--- config.mk ---
export PLATFORM = sky130hd
export DESIGN_NAME = vcache_top
export DESIGN_NICKNAME = d
export VERILOG_FILES = /design/src/rtl/vc_pkg.sv /design/src/rtl/vc_main_array.sv /design/src/rtl/vc_victim_buf.sv /design/src/rtl/vc_ctrl.sv /design/src/rtl/vcache_top.sv
export SDC_FILE = /design/constraint.sdc
export NUM_CORES = 1
export LEC_CHECK = 0
export ABC_CLOCK_PERIOD_IN_PS = 8000
export CAP_MARGIN = 20
export CORE_MARGIN = 4
export CORE_UTILIZATION = 49
export CTS_BUF_LIST = sky130_fd_sc_hd__clkbuf_8
export DETAILED_ROUTE_END_ITERATION = 10
export MAX_ROUTING_LAYER = met4
export PLACE_DENSITY_LB_ADDON = 0.2
export SLEW_MARGIN = 0
export SYNTH_ARGS = -nofsm -noshare
export SYNTH_HDL_FRONTEND = slang
export SYNTH_SLANG_ARGS = --single-unit
--- constraint.sdc ---
create_clock -name clk -period 8 [get_ports clk]
set_input_delay 0.8 -clock clk [delete_from_list [all_inputs] [get_ports clk]]
set_output_delay 0.8 -clock clk [all_outputs]
set_load 0.01 [all_outputs]
--- src/rtl/vc_pkg.sv ---
package vc_pkg;
  typedef enum logic [1:0] {
    SRC_MAIN   = 2'd0,
    SRC_VICTIM = 2'd1,
    SRC_MEM    = 2'd2
  } src_e;

  typedef enum logic [2:0] {
    ST_IDLE,
    ST_LOOKUP,
    ST_MREQ,
    ST_MWAIT,
    ST_RESP
  } state_e;
endpackage

--- src/rtl/vc_main_array.sv ---
module vc_main_array #(
  parameter int INDEX_W = 4,
  parameter int TAG_W   = 8,
  parameter int DATA_W  = 32
) (
  input  logic               clk,
  input  logic               rst_n,
  input  logic [INDEX_W-1:0] rd_idx,
  output logic               rd_valid,
  output logic [TAG_W-1:0]   rd_tag,
  output logic [DATA_W-1:0]  rd_data,
  input  logic               wr_en,
  input  logic [INDEX_W-1:0] wr_idx,
  input  logic [TAG_W-1:0]   wr_tag,
  input  logic [DATA_W-1:0]  wr_data
);
  localparam int LINES = 1 << INDEX_W;

  logic [LINES-1:0]  line_vld;
  logic [TAG_W-1:0]  line_tag [LINES];
  logic [DATA_W-1:0] line_dat [LINES];

  always_ff @(posedge clk) begin
    if (!rst_n) line_vld <= '0;
    else if (wr_en) line_vld[wr_idx] <= 1'b1;
  end

  always_ff @(posedge clk) begin
    if (wr_en) begin
      line_tag[wr_idx] <= wr_tag;
      line_dat[wr_idx] <= wr_data;
    end
  end

  assign rd_valid = line_vld[rd_idx];
  assign rd_tag   = line_tag[rd_idx];
  assign rd_data  = line_dat[rd_idx];
endmodule

--- src/rtl/vc_victim_buf.sv ---
module vc_victim_buf #(
  parameter int ADDR_W = 12,
  parameter int DATA_W = 32,
  parameter int DEPTH  = 4,
  localparam int CNT_W = $clog2(DEPTH + 1),
  localparam int IDX_W = (DEPTH > 1) ? $clog2(DEPTH) : 1
) (
  input  logic              clk,
  input  logic              rst_n,
  input  logic [ADDR_W-1:0] lk_addr,
  output logic              hit,
  output logic [DATA_W-1:0] hit_data,
  input  logic              swap_en,
  input  logic              insert_en,
  input  logic              in_valid,
  input  logic [ADDR_W-1:0] in_addr,
  input  logic [DATA_W-1:0] in_data,
  output logic [CNT_W-1:0]  fill_count
);
  logic [ADDR_W-1:0] ent_addr [DEPTH];
  logic [DATA_W-1:0] ent_data [DEPTH];
  logic [ADDR_W-1:0] sh_addr  [DEPTH];
  logic [DATA_W-1:0] sh_data  [DEPTH];
  logic [CNT_W-1:0]  cnt;
  logic [DEPTH-1:0]  match;
  logic [IDX_W-1:0]  hit_idx;
  logic              rm_en;
  logic [IDX_W-1:0]  rm_idx;
  logic [CNT_W-1:0]  cnt_mid;
  logic              wr_en;

  // parallel tag search over the occupied entries
  for (genvar i = 0; i < DEPTH; i++) begin : g_cmp
    assign match[i] = (CNT_W'(i) < cnt) && (ent_addr[i] == lk_addr);
  end

  always_comb begin
    hit_idx = '0;
    for (int i = DEPTH - 1; i >= 0; i--) begin
      if (match[i]) hit_idx = IDX_W'(i);
    end
  end

  assign hit      = |match;
  assign hit_data = ent_data[hit_idx];

  // removal: the swapped entry, or the oldest one when full on insert
  always_comb begin
    rm_en  = 1'b0;
    rm_idx = '0;
    if (swap_en && hit) begin
      rm_en  = 1'b1;
      rm_idx = hit_idx;
    end else if (insert_en && in_valid && cnt == CNT_W'(DEPTH)) begin
      rm_en  = 1'b1;
    end
  end

  assign cnt_mid = cnt - CNT_W'(rm_en);
  assign wr_en   = ((swap_en && hit) || insert_en) && in_valid;

  // close the gap left by a removal: entries above it move down by one
  for (genvar i = 0; i < DEPTH; i++) begin : g_shift
    if (i < DEPTH - 1) begin : g_mid
      assign sh_addr[i] = (rm_en && IDX_W'(i) >= rm_idx) ? ent_addr[i+1] : ent_addr[i];
      assign sh_data[i] = (rm_en && IDX_W'(i) >= rm_idx) ? ent_data[i+1] : ent_data[i];
    end else begin : g_top
      assign sh_addr[i] = ent_addr[i];
      assign sh_data[i] = ent_data[i];
    end
  end

  always_ff @(posedge clk) begin
    if (!rst_n) cnt <= '0;
    else        cnt <= cnt_mid + CNT_W'(wr_en);
  end

  always_ff @(posedge clk) begin
    for (int i = 0; i < DEPTH; i++) begin
      if (wr_en && cnt_mid == CNT_W'(i)) begin
        ent_addr[i] <= in_addr;
        ent_data[i] <= in_data;
      end else begin
        ent_addr[i] <= sh_addr[i];
        ent_data[i] <= sh_data[i];
      end
    end
  end

  assign fill_count = cnt;
endmodule

--- src/rtl/vc_ctrl.sv ---
module vc_ctrl
  import vc_pkg::*;
#(
  parameter int ADDR_W  = 12,
  parameter int INDEX_W = 4,
  parameter int DATA_W  = 32,
  parameter int CNT_W   = 16,
  localparam int TAG_W  = ADDR_W - INDEX_W
) (
  input  logic              clk,
  input  logic              rst_n,
  input  logic              req_valid,
  output logic              req_ready,
  input  logic [ADDR_W-1:0] req_addr,
  output logic              rsp_valid,
  input  logic              rsp_ready,
  output logic [DATA_W-1:0] rsp_data,
  output logic [1:0]        rsp_src,
  output logic              mem_req_valid,
  input  logic              mem_req_ready,
  output logic [ADDR_W-1:0] mem_req_addr,
  input  logic              mem_rsp_valid,
  input  logic [DATA_W-1:0] mem_rsp_data,
  output logic [CNT_W-1:0]  vhit_count,
  output logic [CNT_W-1:0]  vmiss_count,
  output logic [ADDR_W-1:0] look_addr,
  input  logic              line_valid,
  input  logic [TAG_W-1:0]  line_tag,
  input  logic [DATA_W-1:0] line_data,
  output logic              line_wr,
  output logic [TAG_W-1:0]  line_wr_tag,
  output logic [DATA_W-1:0] line_wr_data,
  input  logic              v_hit,
  input  logic [DATA_W-1:0] v_data,
  output logic              v_swap,
  output logic              v_insert,
  output logic              v_in_valid,
  output logic [ADDR_W-1:0] v_in_addr,
  output logic [DATA_W-1:0] v_in_data
);
  state_e            st;
  logic [ADDR_W-1:0] addr_q;
  logic [DATA_W-1:0] data_q;
  src_e              src_q;
  logic [TAG_W-1:0]  tag_q;
  logic [INDEX_W-1:0] idx_q;
  logic              main_hit;
  logic              lookup;

  assign tag_q    = addr_q[ADDR_W-1:INDEX_W];
  assign idx_q    = addr_q[INDEX_W-1:0];
  assign lookup   = (st == ST_LOOKUP);
  assign main_hit = line_valid && (line_tag == tag_q);

  assign v_swap       = lookup && !main_hit && v_hit;
  assign v_insert     = (st == ST_MWAIT) && mem_rsp_valid;
  assign v_in_valid   = line_valid;
  assign v_in_addr    = {line_tag, idx_q};
  assign v_in_data    = line_data;
  assign line_wr      = v_swap || v_insert;
  assign line_wr_tag  = tag_q;
  assign line_wr_data = v_swap ? v_data : mem_rsp_data;

  assign look_addr     = addr_q;
  assign req_ready     = (st == ST_IDLE);
  assign rsp_valid     = (st == ST_RESP);
  assign rsp_data      = data_q;
  assign rsp_src       = src_q;
  assign mem_req_valid = (st == ST_MREQ);
  assign mem_req_addr  = addr_q;

  always_ff @(posedge clk) begin
    if (!rst_n) begin
      st          <= ST_IDLE;
      addr_q      <= '0;
      data_q      <= '0;
      src_q       <= SRC_MAIN;
      vhit_count  <= '0;
      vmiss_count <= '0;
    end else begin
      case (st)
        ST_IDLE: if (req_valid) begin
          addr_q <= req_addr;
          st     <= ST_LOOKUP;
        end
        ST_LOOKUP: begin
          if (main_hit) begin
            data_q <= line_data;
            src_q  <= SRC_MAIN;
            st     <= ST_RESP;
          end else if (v_hit) begin
            data_q     <= v_data;
            src_q      <= SRC_VICTIM;
            vhit_count <= vhit_count + CNT_W'(1);
            st         <= ST_RESP;
          end else begin
            vmiss_count <= vmiss_count + CNT_W'(1);
            st          <= ST_MREQ;
          end
        end
        ST_MREQ: if (mem_req_ready) st <= ST_MWAIT;
        ST_MWAIT: if (mem_rsp_valid) begin
          data_q <= mem_rsp_data;
          src_q  <= SRC_MEM;
          st     <= ST_RESP;
        end
        ST_RESP: if (rsp_ready) st <= ST_IDLE;
        default: st <= ST_IDLE;
      endcase
    end
  end
endmodule

--- src/rtl/vcache_top.sv ---
module vcache_top #(
  parameter int ADDR_W  = 12,
  parameter int INDEX_W = 4,
  parameter int DATA_W  = 32,
  parameter int VDEPTH  = 4,
  parameter int CNT_W   = 16,
  localparam int TAG_W  = ADDR_W - INDEX_W,
  localparam int VCNT_W = $clog2(VDEPTH + 1)
) (
  input  logic              clk,
  input  logic              rst_n,
  input  logic              req_valid,
  output logic              req_ready,
  input  logic [ADDR_W-1:0] req_addr,
  output logic              rsp_valid,
  input  logic              rsp_ready,
  output logic [DATA_W-1:0] rsp_data,
  output logic [1:0]        rsp_src,
  output logic              mem_req_valid,
  input  logic              mem_req_ready,
  output logic [ADDR_W-1:0] mem_req_addr,
  input  logic              mem_rsp_valid,
  input  logic [DATA_W-1:0] mem_rsp_data,
  output logic [CNT_W-1:0]  vhit_count,
  output logic [CNT_W-1:0]  vmiss_count
);
  logic [ADDR_W-1:0] look_addr;
  logic              line_valid;
  logic [TAG_W-1:0]  line_tag;
  logic [DATA_W-1:0] line_data;
  logic              line_wr;
  logic [TAG_W-1:0]  line_wr_tag;
  logic [DATA_W-1:0] line_wr_data;
  logic              v_hit;
  logic [DATA_W-1:0] v_data;
  logic              v_swap;
  logic              v_insert;
  logic              v_in_valid;
  logic [ADDR_W-1:0] v_in_addr;
  logic [DATA_W-1:0] v_in_data;
  logic [VCNT_W-1:0] v_count;

  vc_main_array #(.INDEX_W(INDEX_W), .TAG_W(TAG_W), .DATA_W(DATA_W)) u_main (
    .clk(clk), .rst_n(rst_n),
    .rd_idx(look_addr[INDEX_W-1:0]), .rd_valid(line_valid),
    .rd_tag(line_tag), .rd_data(line_data),
    .wr_en(line_wr), .wr_idx(look_addr[INDEX_W-1:0]),
    .wr_tag(line_wr_tag), .wr_data(line_wr_data)
  );

  vc_victim_buf #(.ADDR_W(ADDR_W), .DATA_W(DATA_W), .DEPTH(VDEPTH)) u_vict (
    .clk(clk), .rst_n(rst_n),
    .lk_addr(look_addr), .hit(v_hit), .hit_data(v_data),
    .swap_en(v_swap), .insert_en(v_insert), .in_valid(v_in_valid),
    .in_addr(v_in_addr), .in_data(v_in_data), .fill_count(v_count)
  );

  vc_ctrl #(.ADDR_W(ADDR_W), .INDEX_W(INDEX_W), .DATA_W(DATA_W), .CNT_W(CNT_W)) u_ctrl (
    .clk(clk), .rst_n(rst_n),
    .req_valid(req_valid), .req_ready(req_ready), .req_addr(req_addr),
    .rsp_valid(rsp_valid), .rsp_ready(rsp_ready), .rsp_data(rsp_data), .rsp_src(rsp_src),
    .mem_req_valid(mem_req_valid), .mem_req_ready(mem_req_ready), .mem_req_addr(mem_req_addr),
    .mem_rsp_valid(mem_rsp_valid), .mem_rsp_data(mem_rsp_data),
    .vhit_count(vhit_count), .vmiss_count(vmiss_count),
    .look_addr(look_addr),
    .line_valid(line_valid), .line_tag(line_tag), .line_data(line_data),
    .line_wr(line_wr), .line_wr_tag(line_wr_tag), .line_wr_data(line_wr_data),
    .v_hit(v_hit), .v_data(v_data), .v_swap(v_swap), .v_insert(v_insert),
    .v_in_valid(v_in_valid), .v_in_addr(v_in_addr), .v_in_data(v_in_data)
  );
endmodule

==> flow_summary.rst, run 1 <==
.. list-table::
   :header-rows: 1

   * - Metric
     - Value
   * - Remaining antenna violation count
     - 0
   * - Max-slew violation total from the final report
     - 0
   * - Mux cell area share after synthesis
     - around a fifth
   * - Number of storage elements in the synthesis netlist
     - roughly 900
   * - GR Util All Layers
     - between 20% and 30%
   * - Width of the die
     - ~290 um
   * - Post-synthesis cell type with the largest combined area
     - sky130_fd_sc_hd__edfxtp_1
   * - Worst slew slack as a fraction of its limit
     - 26.8%
   * - Highest metal layer with signal wires
     - met4
   * - RSZ-0062 raised after global routing
     - no
   * - Number of nets in the final layout
     - 2451
   * - Synth Area in Simple Gates
     - 4.53%
   * - Resized Gates After CTS
     - 0
   * - TritonCTS Buffers
     - around 150
   * - Required arrival time at the worst endpoint
     - about 8.5 ns
   * - Area Overhead vs Synth
     - 14.0%
   * - Detail Route met3 WL
     - 6.07 mm
   * - Master cell of the clock root buffer
     - sky130_fd_sc_hd__clkbuf_8
   * - DRC
     - 0
   * - Part of the Yosys area used for sequential elements
     - 69.5%
   * - Average wire length per cell after detail routing
     - 25.8 um
   * - CTS H-tree depth
     - 4
   * - Main synth FF type
     - sky130_fd_sc_hd__edfxtp_1
   * - Count of flip-flops with a built-in enable after synthesis
     - around 820
   * - Worst-path clk slew
     - approximately 0.06 ns
   * - Fillers
     - about 6k
   * - Type of the worst min-delay path
     - flop to flop
   * - Global placer's final weighted congestion
     - about 0.85
   * - Adder and majority cell fraction of the synthesized area
     - 0.164%
   * - Quantity of I/O buffers inserted on ports
     - 130
   * - Finish-stage setup viols
     - 0
   * - Vias in the first global route
     - approximately 21k
   * - Maximum number of pins on one net before global-route repair
     - 82
   * - Routed met2 length
     - 43.7 mm
   * - Crit Reg-Reg Endpoint
     - u_vict.ent_data[0][18]
   * - Number of top-level pins
     - between 100 and 150
   * - Chip Height
     - about 290 um
   * - Worst Reg2Reg Path Length in Cells
     - 15
   * - Most frequent cells after synthesis
     - sky130_fd_sc_hd__edfxtp_1 (816), sky130_fd_sc_hd__mux4_2 (190), sky130_fd_sc_hd__nand2_1 (137)
   * - Initial detailed-routing violation count
     - roughly 1.7k
   * - Outcome
     - finished, final reports clean
   * - Shortest period the worst path allows
     - roughly 6.5 ns
   * - Buffers inserted during post-CTS setup optimization
     - 0
   * - Number of unique standard cell types used by synthesis
     - 68
   * - Row count
     - between 100 and 150
   * - Fraction of final layout cells with drive strength greater than 1
     - roughly a quarter
   * - Crit Path Class
     - flop to flop
   * - Max VDD drop
     - ~0.00016 V
   * - Lkg Pwr
     - ~15 nW
   * - Area of the core region
     - approximately 0.077 mm2
   * - Initial antenna violation count
     - 1
   * - Clock latency reported for the late side of the worst-skew pair
     - around 0.8 ns
   * - Starting density of the core
     - about half
   * - Endpoints failing hold
     - 0
   * - Final instance area
     - between 0.04 and 0.05 mm2
   * - Synth top area share
     - between 60 and 70%
   * - Post-synthesis instance area
     - roughly 0.038 mm2
   * - Met1 Routed Length
     - between 30 and 40 mm
   * - Total half-perimeter wirelength after legalization and detailed placement
     - slightly above 50 mm
   * - Worst Path Max Fanout
     - between 40 and 50
   * - Flop-to-flop setup slack
     - about 1.5 ns
   * - Cell area reported after detailed placement
     - between 0.04 and 0.05 mm2
   * - TNS Setup
     - 0 ns
   * - Main combinational cell family by area after synthesis
     - multiplexers
   * - Num Clock Sinks
     - between 900 and 1k
   * - Slew @ Worst Pin
     - between 1 and 1.5 ns
   * - CTS tree
     - built
   * - Cell Pwr Density
     - 217 mW/mm2
   * - Mapped Nets
     - approximately 2.2k
   * - Detailed-router iteration count before antenna repair
     - 6
   * - Period utilisation layout
     - 80.7%
   * - Worst path arrival time
     - 6.99 ns
   * - Vias after detailed routing
     - 20.8k
   * - Die area
     - just over 0.08 mm2
   * - Routed Wire Length
     - 91.4 mm
   * - Post-DR vias/cell
     - 5.88
   * - Pre-CTS setup slack
     - 1.48 ns
   * - Library cell with the highest instance count after synthesis
     - sky130_fd_sc_hd__edfxtp_1
   * - Overflow after GRT
     - 0
   * - Sort of element at the start of the critical path
     - flop
   * - CP Capture Type
     - flop
   * - Total number of yosys warnings
     - 0
   * - Clk_skew
     - 0.0403 ns
   * - Top area cells in the synthesized netlist
     - sky130_fd_sc_hd__edfxtp_1 (64%), sky130_fd_sc_hd__mux4_2 (11%), sky130_fd_sc_hd__dfxtp_1 (5.4%)
   * - Critical Path End
     - u_vict.ent_data[0][18]
   * - Share of the synthesized area in compound gates (AO/OA/AOI/OAI)
     - around 3.3%
   * - Worst Slack Setup Final
     - roughly 1.5 ns
   * - Xor and xnor fraction of the mapped netlist area
     - between 1.5 and 2%
   * - First-pass GRT wire length
     - ~140 mm
   * - Maximum root-to-sink buffer count
     - 3
   * - Syn Inst Count
     - 2165
   * - Post-synthesis average cell area
     - 17.7 um2
   * - Max capacitance violation total
     - 0
   * - Post-CTS Hold Buffers
     - 0
   * - Synth async-reset ratio
     - 0%
   * - Highest clock frequency the design can meet
     - 0.155 GHz
[layer usage]
metal / vias up / GRT usage, %
met5: - / -
met4: 0 / 6.47
met3: 141 / 4.27
met2: 686 / 35.4
met1: 10900 / 31.9
li1: 9051 / -
[cells in the final DEF, fill, tap and decap left out, types with 14 or more instances in the layout]
| cell type | instances |
|---|---|
| sky130_fd_sc_hd__edfxtp_1 | 816 |
| sky130_fd_sc_hd__mux4_2 | 190 |
| sky130_fd_sc_hd__clkbuf_8 | 151 |
| sky130_fd_sc_hd__nand2_1 | 134 |
| sky130_fd_sc_hd__clkdlybuf4s50_1 | 130 |
| sky130_fd_sc_hd__mux2_2 | 122 |
| sky130_fd_sc_hd__dfxtp_1 | 100 |
| sky130_fd_sc_hd__inv_1 | 95 |
| sky130_fd_sc_hd__mux2i_1 | 89 |
| sky130_fd_sc_hd__buf_4 | 81 |
| sky130_fd_sc_hd__nor2_1 | 75 |
| sky130_fd_sc_hd__a21oi_1 | 54 |
| sky130_fd_sc_hd__o21ai_0 | 48 |
| sky130_fd_sc_hd__xor2_1 | 43 |
| sky130_fd_sc_hd__o221ai_1 | 33 |
| sky130_fd_sc_hd__xnor2_1 | 32 |
| sky130_fd_sc_hd__mux2_4 | 30 |
| sky130_fd_sc_hd__clkinv_1 | 23 |
| sky130_fd_sc_hd__nor4_1 | 17 |
| sky130_fd_sc_hd__nor3_1 | 17 |
| sky130_fd_sc_hd__nand2b_1 | 16 |
| sky130_fd_sc_hd__o21a_1 | 16 |
| sky130_fd_sc_hd__nand3_1 | 15 |
| sky130_fd_sc_hd__nand4_1 | 14 |
[flip-flops by register name (all words and copies together), names as in the netlist, named ones only]
| signal | count |
|---|---|
| u_ctrl.rsp_src | 2 |
| u_vict.ent_addr | 48 |
| u_ctrl.st | 3 |
| u_ctrl.rsp_data | 32 |
| u_vict.fill_count | 3 |
| u_ctrl.vmiss_count | 16 |
| u_ctrl.vhit_count | 16 |
| u_main.line_vld | 16 |
| u_main.line_dat | 512 |
| u_ctrl.look_addr | 12 |
| u_vict.ent_data | 128 |
| u_main.line_tag | 128 |
[kinds of logic after synthesis]
group	after synthesis
flops	920
fa+ha+maj	5
xor+xnor	75
compound gates	189
mux	442
buf+inv	177
simple gates	357
[stage by stage]
stage | power, mW | hold slack, ns | cells | util (%)
6_report | 9.47 | 0.468 | 3540 | 56.4
5_1_grt | 9.83 | 0.485 | 3538 | 56.4
4_1_cts | 9.57 | 0.467 | 3534 | 56.3
3_5_place_dp | 5.97 | 0.454 | 3286 | 53.0
3_3_place_gp | 5.96 | 0.445 | 3285 | 53.0
2_1_floorplan | 5.75 | 0.435 | 2165 | -
[cell type report]
cell class	instances	area [um2]	share of cell area, %
repair buffers	215	1960	4.49
clock inverters	97	494	1.13
diodes	3	7.51	0.0172
well taps	1040	1300	2.98
multi-input cells	1068	11000	25.2
inverters	46	173	0.396
flip-flops and latches	920	26600	61.0
clock buffers	151	2080	4.77
[critical path, stage by stage, from the launching register on]
cell	delay, ns
sky130_fd_sc_hd__dfxtp_4	0.91
sky130_fd_sc_hd__mux4_2	0.60
sky130_fd_sc_hd__mux2i_1	0.15
sky130_fd_sc_hd__mux2_2	0.27
sky130_fd_sc_hd__xnor2_1	0.10
sky130_fd_sc_hd__a2111oi_2	0.77
sky130_fd_sc_hd__a211oi_2	0.40
sky130_fd_sc_hd__o21bai_2	0.36
sky130_fd_sc_hd__ha_1	0.21
sky130_fd_sc_hd__ha_1	0.22
sky130_fd_sc_hd__xnor2_1	0.35
sky130_fd_sc_hd__and3_1	0.27
sky130_fd_sc_hd__o211ai_4	0.27
sky130_fd_sc_hd__o211ai_4	0.51
sky130_fd_sc_hd__buf_4	0.45
sky130_fd_sc_hd__mux2_4	0.34
[power breakdown]
part | internal [mW] | leakage (nW) | total [mW] | switching, mW
Sequential | 5.24 | 8.15 | 5.29 | 0.0499
Combinational | 0.263 | 4.93 | 0.579 | 0.316
Clock | 1.79 | 1.50 | 3.60 | 1.81
Total | 7.29 | 14.6 | 9.47 | 2.18
[how the worst min path moves through the flow]
stage,cells after the start,end,slack [ns],from
after floorplan,1,u_main.line_vld[10],0.44,u_main.line_vld[10]
after global placement,1,u_main.line_vld[12],0.45,u_main.line_vld[12]
after global routing,1,u_main.line_vld[0],0.48,u_main.line_vld[0]
after CTS,1,u_main.line_vld[15],0.47,u_main.line_vld[15]
after detailed placement,1,u_main.line_vld[15],0.45,u_main.line_vld[15]
final,1,u_main.line_vld[5],0.47,u_main.line_vld[5]
Power figures use the tool's default switching activity.
==> run 2: changes to the inputs <==
- ABC_CLOCK_PERIOD_IN_PS: 8000 -> 5900
- clock period: 8 -> 5.9 ns (I/O delays scaled with it)
==> flow_summary.rst, run 2 (synthesis gave the netlist of run 1 again) <==
.. list-table::
   :header-rows: 1

   * - Metric
     - Value
   * - Worst-path clk slew
     - 0.06 ns (about the same)
   * - Endpoints failing hold
     - 0 (unchanged)
   * - Pre-CTS setup slack
     - 0.222 ns (-1.26 ns)
   * - Buffers inserted during post-CTS setup optimization
     - 0 (unchanged)
   * - Resized Gates After CTS
     - 0 (unchanged)
   * - Required arrival time at the worst endpoint
     - 6.44 ns (-2.09 ns)
   * - Highest metal layer with signal wires
     - met4
   * - Sort of element at the start of the critical path
     - flop
   * - Lkg Pwr
     - 14.7 nW (+1.2%)
   * - Average wire length per cell after detail routing
     - 25.5 um (-1.3%)
   * - Hold path depth
     - 3 (+2)
   * - CTS tree
     - built
   * - Post-CTS Hold Buffers
     - 0 (unchanged)
   * - GR Util All Layers
     - 22.8% (-0.23 points)
   * - Most flop-heavy register
     - u_main.line_dat
   * - Number of top-level pins
     - 131 (unchanged)
   * - Worst slew slack as a fraction of its limit
     - 32.3% (+5.5 points)
   * - Num Clock Sinks
     - 920 (unchanged)
   * - Remaining antenna violation count
     - 0 (unchanged)
   * - Clk_skew
     - 0.0278 ns (-0.0124 ns)
   * - Max capacitance violation total
     - 0 (unchanged)
   * - Worst path arrival time
     - 6.01 ns (-0.98 ns)
   * - Initial antenna violation count
     - 1 (unchanged)
   * - Worst Slack Setup Final
     - 0.431 ns (-1.11 ns)
   * - Most common cell after layout, fill and taps aside
     - sky130_fd_sc_hd__edfxtp_1
   * - Type of the worst min-delay path
     - input port to flop
   * - Slew @ Worst Pin
     - 1.01 ns (-0.0792 ns)
   * - Worst Reg2Reg Path Length in Cells
     - 16 (+1)
   * - Routed met2 length
     - 44.0 mm (+0.74%)
   * - Quantity of I/O buffers inserted on ports
     - 130 (unchanged)
   * - Sequential fraction of design power
     - 55.8% (about the same)
   * - Period utilisation layout
     - 92.7% (+12 points)
   * - Total half-perimeter wirelength after legalization and detailed placement
     - 53.1 mm (+4.4%)
   * - Shortest period the worst path allows
     - 5.47 ns (-0.989 ns)
   * - Proportion of power drawn by the clock network
     - 37.9% (about the same)
   * - Commonest non-fill, non-tap cells in the layout
     - sky130_fd_sc_hd__edfxtp_1 (816), sky130_fd_sc_hd__mux4_2 (190), sky130_fd_sc_hd__clkbuf_8 (147), sky130_fd_sc_hd__nand2_1 (134), sky130_fd_sc_hd__clkdlybuf4s50_1 (130)
   * - Share of the core filled with cells
     - 56.7% (+0.34 points)
   * - TNS Setup
     - 0 ns (unchanged)
   * - RSZ-0062 raised after global routing
     - no
   * - TritonCTS Buffers
     - 144 (-0.69%)
   * - Global placer's final weighted congestion
     - 0.839 (-1.3%)
   * - Clock latency reported for the late side of the worst-skew pair
     - 0.80 ns (about the same)
   * - Master cell of the clock root buffer
     - sky130_fd_sc_hd__clkbuf_8
   * - Vias in the first global route
     - 21.4k (+0.028%)
   * - Fraction of final layout cells with drive strength greater than 1
     - 26.2% (+0.40 points)
   * - Overflow after GRT
     - 0 (unchanged)
   * - Maximum number of pins on one net before global-route repair
     - 81 (-1.2%)
   * - Detailed-router iteration count before antenna repair
     - 5 (-1)
   * - Highest clock frequency the design can meet
     - 0.183 GHz (+18%)
   * - Max VDD drop
     - 0.000207 V (+31%)
   * - Detail Route met3 WL
     - 5.88 mm (-3.0%)
   * - Area Overhead vs Synth
     - 14.7%
   * - Vias after detailed routing
     - 20.8k (+0.014%)
   * - Routed Wire Length
     - 90.8 mm (-0.72%)
   * - Crit Reg-Reg Endpoint
     - u_vict.ent_data[0][19]
   * - Row count
     - 102 (unchanged)
   * - CTS H-tree depth
     - 4 (unchanged)
   * - Initial detailed-routing violation count
     - 1871 (+8.4%)
   * - Leading registers by flop count
     - u_main.line_dat (512), u_main.line_tag (128), u_vict.ent_data (128)
   * - Maximum root-to-sink buffer count
     - 3 (unchanged)
   * - Number of nets in the final layout
     - 2464 (+0.53%)
   * - Width of the die
     - 287 um (unchanged)
   * - Starting density of the core
     - 49.4% (unchanged)
   * - First-pass GRT wire length
     - 135 mm (-0.80%)
   * - Chip Height
     - 287 um (unchanged)
   * - Met1 Routed Length
     - 39.1 mm (-1.8%)
   * - Post-DR vias/cell
     - 5.84 (-0.60%)
   * - Flop-to-flop setup slack
     - 0.43 ns (-1.11 ns)
   * - DRC
     - 0 (unchanged)
   * - Die area
     - 0.0825 mm2 (unchanged)
   * - Beginning of the worst hold path
     - req_addr[2]
   * - CP Capture Type
     - flop
   * - Finish-stage setup viols
     - 0 (unchanged)
   * - Outcome
     - finished, final reports clean
   * - Max reg flops
     - 512 (unchanged)
   * - Worst Path Max Fanout
     - 35 (-20%)
   * - Switching share of power
     - 23.2% (+0.17 points)
   * - Area of the core region
     - 0.0773 mm2 (unchanged)
   * - Logic pwr share
     - 6.3% (+0.2 points)
   * - Net Sw Power
     - 2.97 mW (+36%)
   * - Cell Pwr Density
     - 292 mW/mm2 (+35%)
   * - Internal power component
     - 9.85 mW (+35%)
   * - Max-slew violation total from the final report
     - 0 (unchanged)
   * - Crit Path Class
     - flop to flop
-- run 2: cell types whose count changed in the layout (fill, tap and decap cells not counted), sizes merged --
cell and change:
diode -1, clkinv +6, buf +14, clkinvlp +1, clkbuf -4, inv +6
-- run 2: how the worst max path moves through the flow --
| stage | startpoint | end | slack [ns] |
|---|---|---|---|
| 4_1_cts | flop | u_vict.ent_data[0][19] | 0.18 |
| 3_5_place_dp | flop | u_vict.ent_data[0][23] | 0.22 |
| 3_3_place_gp | flop | u_vict.ent_data[0][17] | 0.36 |
| 6_report | flop | u_vict.ent_data[0][19] | 0.43 |
| 5_1_grt | flop | u_vict.ent_data[0][23] | 0.11 |
| 2_1_floorplan | flop | u_main.line_dat[5][0] | -1.47 |
-- run 2: cell type report --
type | count | area, um2
Fill cell | 5908 | 33500
Inverter | 46 | 173
Multi-Input combinational cell | 1068 | 11100
Tap cell | 1040 | 1300
Timing Repair Buffer | 229 | 2150
Antenna cell | 2 | 5.00
Clock inverter | 110 | 554
Sequential cell | 920 | 26600
Clock buffer | 147 | 2020
-- run 2: metrics by stage --
step           hold WS [ns]  cell area (um2)  instances  power, mW
6_report              0.361            43900       3562       12.8
5_1_grt               0.342            43900       3561       13.3
4_1_cts               0.288            43800       3560       13.0
3_5_place_dp          0.453            41300       3303       8.10
3_3_place_gp          0.441            41300       3302       8.08
2_1_floorplan         0.435            38300       2165       7.80
-- run 2: layer usage --
layer  vias to the layer above  GRT usage, %
met5                         -             -
met4                         0          6.44
met3                       153          3.58
met2                       652          35.6
met1                     10900          31.5
li1                       9095             -
-- run 2: power by group through the flow --
stage                     clock network, mW  logic, mW  registers (mW)
after floorplan                           0      0.530            7.27
final                                  4.86      0.805            7.16
after detailed placement                  0      0.805            7.30
after CTS                              4.99      0.807            7.16
after global placement                    0      0.784            7.30
after global routing                   5.30      0.865            7.16
-- run 2: critical path, cell delays in order, from the launching register on --
cell and delay (ns):
sky130_fd_sc_hd__dfxtp_4 0.69, sky130_fd_sc_hd__buf_4 0.66, sky130_fd_sc_hd__nand2_1 0.11, sky130_fd_sc_hd__o221ai_1 0.17
sky130_fd_sc_hd__o22ai_1 0.25, sky130_fd_sc_hd__xor2_1 0.25, sky130_fd_sc_hd__nor3_2 0.36, sky130_fd_sc_hd__a211oi_2 0.13
sky130_fd_sc_hd__o21bai_2 0.27, sky130_fd_sc_hd__ha_1 0.21, sky130_fd_sc_hd__ha_1 0.22, sky130_fd_sc_hd__xnor2_1 0.33
sky130_fd_sc_hd__and3_1 0.26, sky130_fd_sc_hd__o211ai_4 0.24, sky130_fd_sc_hd__o211ai_4 0.35, sky130_fd_sc_hd__buf_4 0.34
sky130_fd_sc_hd__mux2_4 0.32
==> run 3: changes to the inputs <==
- SLEW_MARGIN: 0 -> 15
==> results of run 3 <==
Same layout as run 2: the final DEF is identical, and so are final timing and power.
